--- src/rtl/pw_pkg.sv ---
`timescale 1ns/1ps
package pw_pkg;
  typedef struct packed {
    logic vld;
    logic we;
  } pw_op_t;
endpackage

--- src/rtl/pw_parity_pipe.sv ---
`timescale 1ns/1ps
module pw_parity_pipe
  import pw_pkg::*;
#(
  parameter int DATA_W = 64,
  parameter int ADDR_W = 6,
  parameter int STAGES = 3
) (
  input  logic              clk,
  input  logic              rst_n,
  input  pw_op_t            in_op,
  input  logic [ADDR_W-1:0] in_addr,
  input  logic [DATA_W-1:0] in_data,
  output pw_op_t            out_op,
  output logic [ADDR_W-1:0] out_addr,
  output logic              out_par
);
  localparam int LANES = 1 << (STAGES - 1);
  localparam int GRP_W = (DATA_W + LANES - 1) / LANES;
  localparam int PAD_W = GRP_W * LANES;

  logic [PAD_W-1:0] padded;
  assign padded = PAD_W'(in_data);

  for (genvar s = 0; s < STAGES; s++) begin : g_stg
    localparam int NL = LANES >> s;
    logic [NL-1:0]     lane;
    pw_op_t            op;
    logic [ADDR_W-1:0] addr;

    if (s == 0) begin : g_first
      always_ff @(posedge clk) begin
        if (!rst_n) begin
          op   <= '0;
          addr <= '0;
        end else begin
          op   <= in_op;
          addr <= in_addr;
        end
      end
      for (genvar g = 0; g < NL; g++) begin : g_grp
        always_ff @(posedge clk) begin
          if (!rst_n) lane[g] <= 1'b0;
          else        lane[g] <= ^padded[g*GRP_W +: GRP_W];
        end
      end
    end else begin : g_next
      always_ff @(posedge clk) begin
        if (!rst_n) begin
          op   <= '0;
          addr <= '0;
        end else begin
          op   <= g_stg[s-1].op;
          addr <= g_stg[s-1].addr;
        end
      end
      for (genvar g = 0; g < NL; g++) begin : g_pair
        always_ff @(posedge clk) begin
          if (!rst_n) lane[g] <= 1'b0;
          else        lane[g] <= g_stg[s-1].lane[2*g] ^ g_stg[s-1].lane[2*g+1];
        end
      end
    end
  end

  assign out_op   = g_stg[STAGES-1].op;
  assign out_addr = g_stg[STAGES-1].addr;
  assign out_par  = g_stg[STAGES-1].lane[0];
endmodule

--- src/rtl/pw_parity_store.sv ---
`timescale 1ns/1ps
module pw_parity_store
  import pw_pkg::*;
#(
  parameter int ADDR_W = 6
) (
  input  logic              clk,
  input  logic              rst_n,
  input  pw_op_t            op,
  input  logic [ADDR_W-1:0] addr,
  input  logic              par,
  output logic              mismatch
);
  localparam int DEPTH = 1 << ADDR_W;

  logic             par_mem [DEPTH];
  logic [DEPTH-1:0] seen_q;
  logic             stored;

  always_ff @(posedge clk) begin
    if (op.vld && op.we) par_mem[addr] <= par;
  end

  always_ff @(posedge clk) begin
    if (!rst_n)                seen_q       <= '0;
    else if (op.vld && op.we)  seen_q[addr] <= 1'b1;
  end

  assign stored   = seen_q[addr] ? par_mem[addr] : 1'b0;
  assign mismatch = op.vld && !op.we && (stored != par);

  AST_WRITE_RECORDED: assert property (@(posedge clk) disable iff (!rst_n)
    (op.vld && op.we) |=> (seen_q[$past(addr)] && (par_mem[$past(addr)] == $past(par))));
endmodule

--- src/rtl/pw_alarm.sv ---
`timescale 1ns/1ps
module pw_alarm #(
  parameter int ADDR_W = 6
) (
  input  logic              clk,
  input  logic              rst_n,
  input  logic              mismatch,
  input  logic [ADDR_W-1:0] mis_addr,
  input  logic              clr,
  output logic              alarm,
  output logic [ADDR_W-1:0] alarm_addr
);
  always_ff @(posedge clk) begin
    if (!rst_n) begin
      alarm      <= 1'b0;
      alarm_addr <= '0;
    end else if (mismatch) begin
      alarm <= 1'b1;
      if (!alarm || clr) alarm_addr <= mis_addr;
    end else if (clr) begin
      alarm <= 1'b0;
    end
  end

  AST_ALARM_STICKY: assert property (@(posedge clk) disable iff (!rst_n)
    (alarm && !clr) |=> alarm);
  AST_CLEAR_DROPS: assert property (@(posedge clk) disable iff (!rst_n)
    (clr && !mismatch) |=> !alarm);
  AST_MISMATCH_WINS: assert property (@(posedge clk) disable iff (!rst_n)
    (clr && mismatch) |=> (alarm && alarm_addr == $past(mis_addr)));
  AST_ADDR_HELD: assert property (@(posedge clk) disable iff (!rst_n)
    (alarm && !clr) |=> $stable(alarm_addr));
endmodule

--- src/rtl/parity_watch.sv ---
`timescale 1ns/1ps
module parity_watch
  import pw_pkg::*;
#(
  parameter int DATA_W = 64,
  parameter int ADDR_W = 6,
  parameter int STAGES = 3
) (
  input  logic              clk,
  input  logic              rst_n,
  input  logic              bus_valid,
  input  logic              bus_we,
  input  logic [ADDR_W-1:0] bus_addr,
  input  logic [DATA_W-1:0] bus_data,
  input  logic              alarm_clr,
  output logic              alarm,
  output logic [ADDR_W-1:0] alarm_addr
);
  pw_op_t            in_op, p_op;
  logic [ADDR_W-1:0] p_addr;
  logic              p_par;
  logic              mismatch;

  assign in_op.vld = bus_valid;
  assign in_op.we  = bus_we;

  pw_parity_pipe #(.DATA_W(DATA_W), .ADDR_W(ADDR_W), .STAGES(STAGES)) u_pipe (
    .clk(clk), .rst_n(rst_n), .in_op(in_op), .in_addr(bus_addr), .in_data(bus_data),
    .out_op(p_op), .out_addr(p_addr), .out_par(p_par)
  );

  pw_parity_store #(.ADDR_W(ADDR_W)) u_store (
    .clk(clk), .rst_n(rst_n), .op(p_op), .addr(p_addr), .par(p_par), .mismatch(mismatch)
  );

  pw_alarm #(.ADDR_W(ADDR_W)) u_alarm (
    .clk(clk), .rst_n(rst_n), .mismatch(mismatch), .mis_addr(p_addr), .clr(alarm_clr),
    .alarm(alarm), .alarm_addr(alarm_addr)
  );

  AST_RESET_QUIET: assert property (@(posedge clk)
    !rst_n |=> (!alarm && alarm_addr == '0));
  AST_NO_PHANTOM_ALARM: assert property (@(posedge clk) disable iff (!rst_n)
    (!alarm && !mismatch) |=> !alarm);
endmodule

--- config.mk ---
export PLATFORM = sky130hd
export DESIGN_NAME = parity_watch
export DESIGN_NICKNAME = d
export VERILOG_FILES = /design/src/rtl/pw_pkg.sv /design/src/rtl/pw_parity_pipe.sv /design/src/rtl/pw_parity_store.sv /design/src/rtl/pw_alarm.sv /design/src/rtl/parity_watch.sv
export SDC_FILE = /design/constraint.sdc
export NUM_CORES = 1
export LEC_CHECK = 0
export ABC_AREA = 1
export BUFFER_PORTS_ARGS = -buffer_cell sky130_fd_sc_hd__buf_2
export CORE_MARGIN = 2
export CORE_UTILIZATION = 34
export DETAILED_ROUTE_END_ITERATION = 8
export PLACE_DENSITY = 0.58
export SLEW_MARGIN = 40
export SYNTH_ARGS = -nofsm -noshare
export SYNTH_HDL_FRONTEND = slang
export SYNTH_SLANG_ARGS = --single-unit
--- constraint.sdc ---
create_clock -name clk -period 3.2 [get_ports clk]
set_input_delay 0.64 -clock clk [delete_from_list [all_inputs] [get_ports clk]]
set_output_delay 0.64 -clock clk [all_outputs]
set_load 0.005 [all_outputs]
==> run metrics <==
status=finished, final reports clean; Avg Cell Area, Syn=8.04 um2; largest family of logic cells by synthesized area=simple AND/OR/NAND/NOR gates; Min-Delay Endpoint=u_pipe.g_stg[0].addr[4]; antenna violations before repair=0; peak supply drop=283 uV; final net count=1081; CP Launch Type=flip-flop; WL/cell=12.8 um; Post-Syn Instances=933; drt drc=0; Worst path max stage delay=540 ps; Worst EP required=3530 ps; layout cells sized above 1=13.0%; I/O Buffers=81; detailed-route via count=5718; final hold vios=0; Area growth, synth to finish=15.7%; crit end category=flip-flop; n_diodes=0; RR Endpoint=u_alarm.alarm_addr[3]; first-pass GRT wire length=27.8 mm; area share of fa/ha/maj cells after synthesis=0%; largest net degree at the start of global routing=91; total die area=23300 um2; Initial Utilization=34.5%; Yosys reg bits=166; Synth Area in XOR/XNOR=7.36%; Overall Global Routing Usage=15.0%; Synth warnings=0; Clk Latency, worst-skew pair=430 ps; RSZ-0062 raised after global routing=no; Total Negative Setup Slacks=0 ps; Fin Clk Skew=8.94 ps; Netlist cell types=28; Slowest cell on crit path=clkinv_2; final-report setup violation count=0; Synth Area in Compound Gates=2.54%; Fmax achieved=397 MHz; Period minus WS final=2520 ps; Max Cap Viol=0; WS Path Type=reg -> reg; DR iter-0 viols=409; clock sinks=166; most frequent CP cell=nand2_1; worst path arrival time=2850 ps; Die Ht=153 um; number of global-route vias before repair=5477; power after layout=0.00489 W; relative slew slack=53.5%; RePlAce Congestion=0.798; most common cell after layout, fill and taps aside=nor2_1; Slew Limit Fails=0; CTS resizes=0; commonest cells after routing, fill and taps aside=nor2_1, nand2_1, inv_1; CTS tree=done; Die W=153 um; Worst Hold Launch=bus_addr[4]; Critical R2R Launch=u_pipe.out_addr[0]; cts bufs inserted=17; pwr/cell area=564 nW/um2; Core Rows=54; Mapped Area=7500 um2; worst reg2reg setup slack=680 ps; syn_nets=1008; clock buffer depth=2; detailed placement HPWL=10.9 mm; Slew @ Worst Pin=697 ps; Core Area=21800 um2; Post-CTS Setup Inserts=0; drt via density=4.40; Final ANT Viol Nets=0; r2r worst-path depth=12; Tcrit/Tclk final=78.8%; grt ovf=0; leakage=3.83 nW; Post-Route WL=16.7 mm; drt pass-1 iters=5; clock-pin transition on the worst setup and hold timing paths=70 ps; Synth Area in Simple Gates=27.1%; Seq/Total Area, Yosys=52.8%; Hold Crit Class=in -> reg; worst-path maximum fanout=47; multiplexer area fraction after synthesis=0%; critical path cell sequence=clkinv_2 -> or2_0 -> nand2_1 -> nand2_1 -> o21ai_1 -> nand2_1 -> nor2_1 -> nand2_1 -> nand3_2 -> nand4_4 -> nor2_1 -> nor2_1; Ports=82; Worst Hold Depth=3; # H-tree levels=4; Root Driver=clkbuf_16; # hold bufs at CTS=0
## Yosys cell counts (all sizes together)
master  count  share of area, %
a21oi       1             0.067
dfxtp     102                27
inv       148               7.4
or2        14               1.2
xor2       16               1.9
xnor2      47               5.5
o21ai      19               1.3
nand3b      1              0.10
buf        25               2.4
nand4       1              0.28
nand2     184               9.3
o21a        6              0.60
nand3      56               3.8
nor3       10              0.67
o211ai      6              0.60
nor2      226                12
clkbuf      7              0.35
edfxtp     64                26
## metrics by stage
| stage | hold slack [ps] | setup WS, ps | area (um2) | instances | utilization (%) |
|---|---|---|---|---|---|
| floorplan | 390 | 1380 | 7500 | 933 | - |
| global placement | 393 | 844 | 8110 | 1267 | 37.3 |
| detailed placement | 396 | 792 | 8110 | 1267 | 37.3 |
| CTS | 366 | 761 | 8670 | 1299 | 39.9 |
| global route | 390 | 406 | 8680 | 1299 | 39.9 |
| finish | 381 | 679 | 8680 | 1299 | 39.9 |
## cells by family after synthesis
kind of cell,count (synthesis)
AND/OR/NAND/NOR,492
flip-flops,166
buffers and inverters,180
AO/OA/AOI/OAI,32
XOR/XNOR,63
## worst max-delay path by stage
stage	startpoint	to	slack [ps]
5_1_grt	u_pipe.out_addr[0]	u_alarm.alarm_addr[2]	410
3_3_place_gp	u_pipe.out_addr[0]	u_alarm.alarm_addr[4]	840
6_report	u_pipe.out_addr[0]	u_alarm.alarm_addr[3]	680
2_1_floorplan	u_pipe.out_par	u_alarm.alarm_addr[3]	1380
4_1_cts	u_pipe.out_addr[0]	u_alarm.alarm_addr[3]	760
3_5_place_dp	u_pipe.out_addr[0]	u_alarm.alarm_addr[3]	790
## cell type report
cell class | instances | area (um2)
clock buffer | 20 | 467
clock inverter | 12 | 103
fill | 2242 | 13100
inverter | 148 | 557
multi-input combinational | 587 | 2780
sequential | 166 | 3970
tap | 280 | 350
timing repair buffer | 86 | 455
## report_power, final
group | internal, W | switching [W] | leakage, nW | total, W
registers | 0.00236 | 0.0000660 | 1.42 | 0.00243
logic | 0.000199 | 0.000276 | 2.13 | 0.000475
clock network | 0.00108 | 0.000903 | 0.286 | 0.00198
## layer usage
layer,vias to the layer above,global-route usage (%),wire length [um]
li1,2971,-,-
met1,2569,20.3,7840
met2,162,24.6,7720
met3,16,2.67,924
met4,0,4.37,176
met5,-,0,0
## registers in the layout, summed over array words and instances, names as in the netlist
register / flops
u_store.seen_q: 64
u_alarm.alarm_addr: 6
u_pipe.g_stg.op: 4
u_pipe.g_stg.addr: 12
u_store.par_mem: 64
u_alarm.alarm: 1
u_pipe.out_par: 1
u_pipe.out_addr: 6
u_pipe.out_op: 2
u_pipe.g_stg.lane: 6
## critical path: cells and delay by family (launching register included)
kind,cells,cell delay (ps)
AO/OA/AOI/OAI,1,140
buffers and inverters,1,540
flip-flops,1,360
AND/OR/NAND/NOR,10,1340
Note: power is estimated with default switching activity, not from simulation.
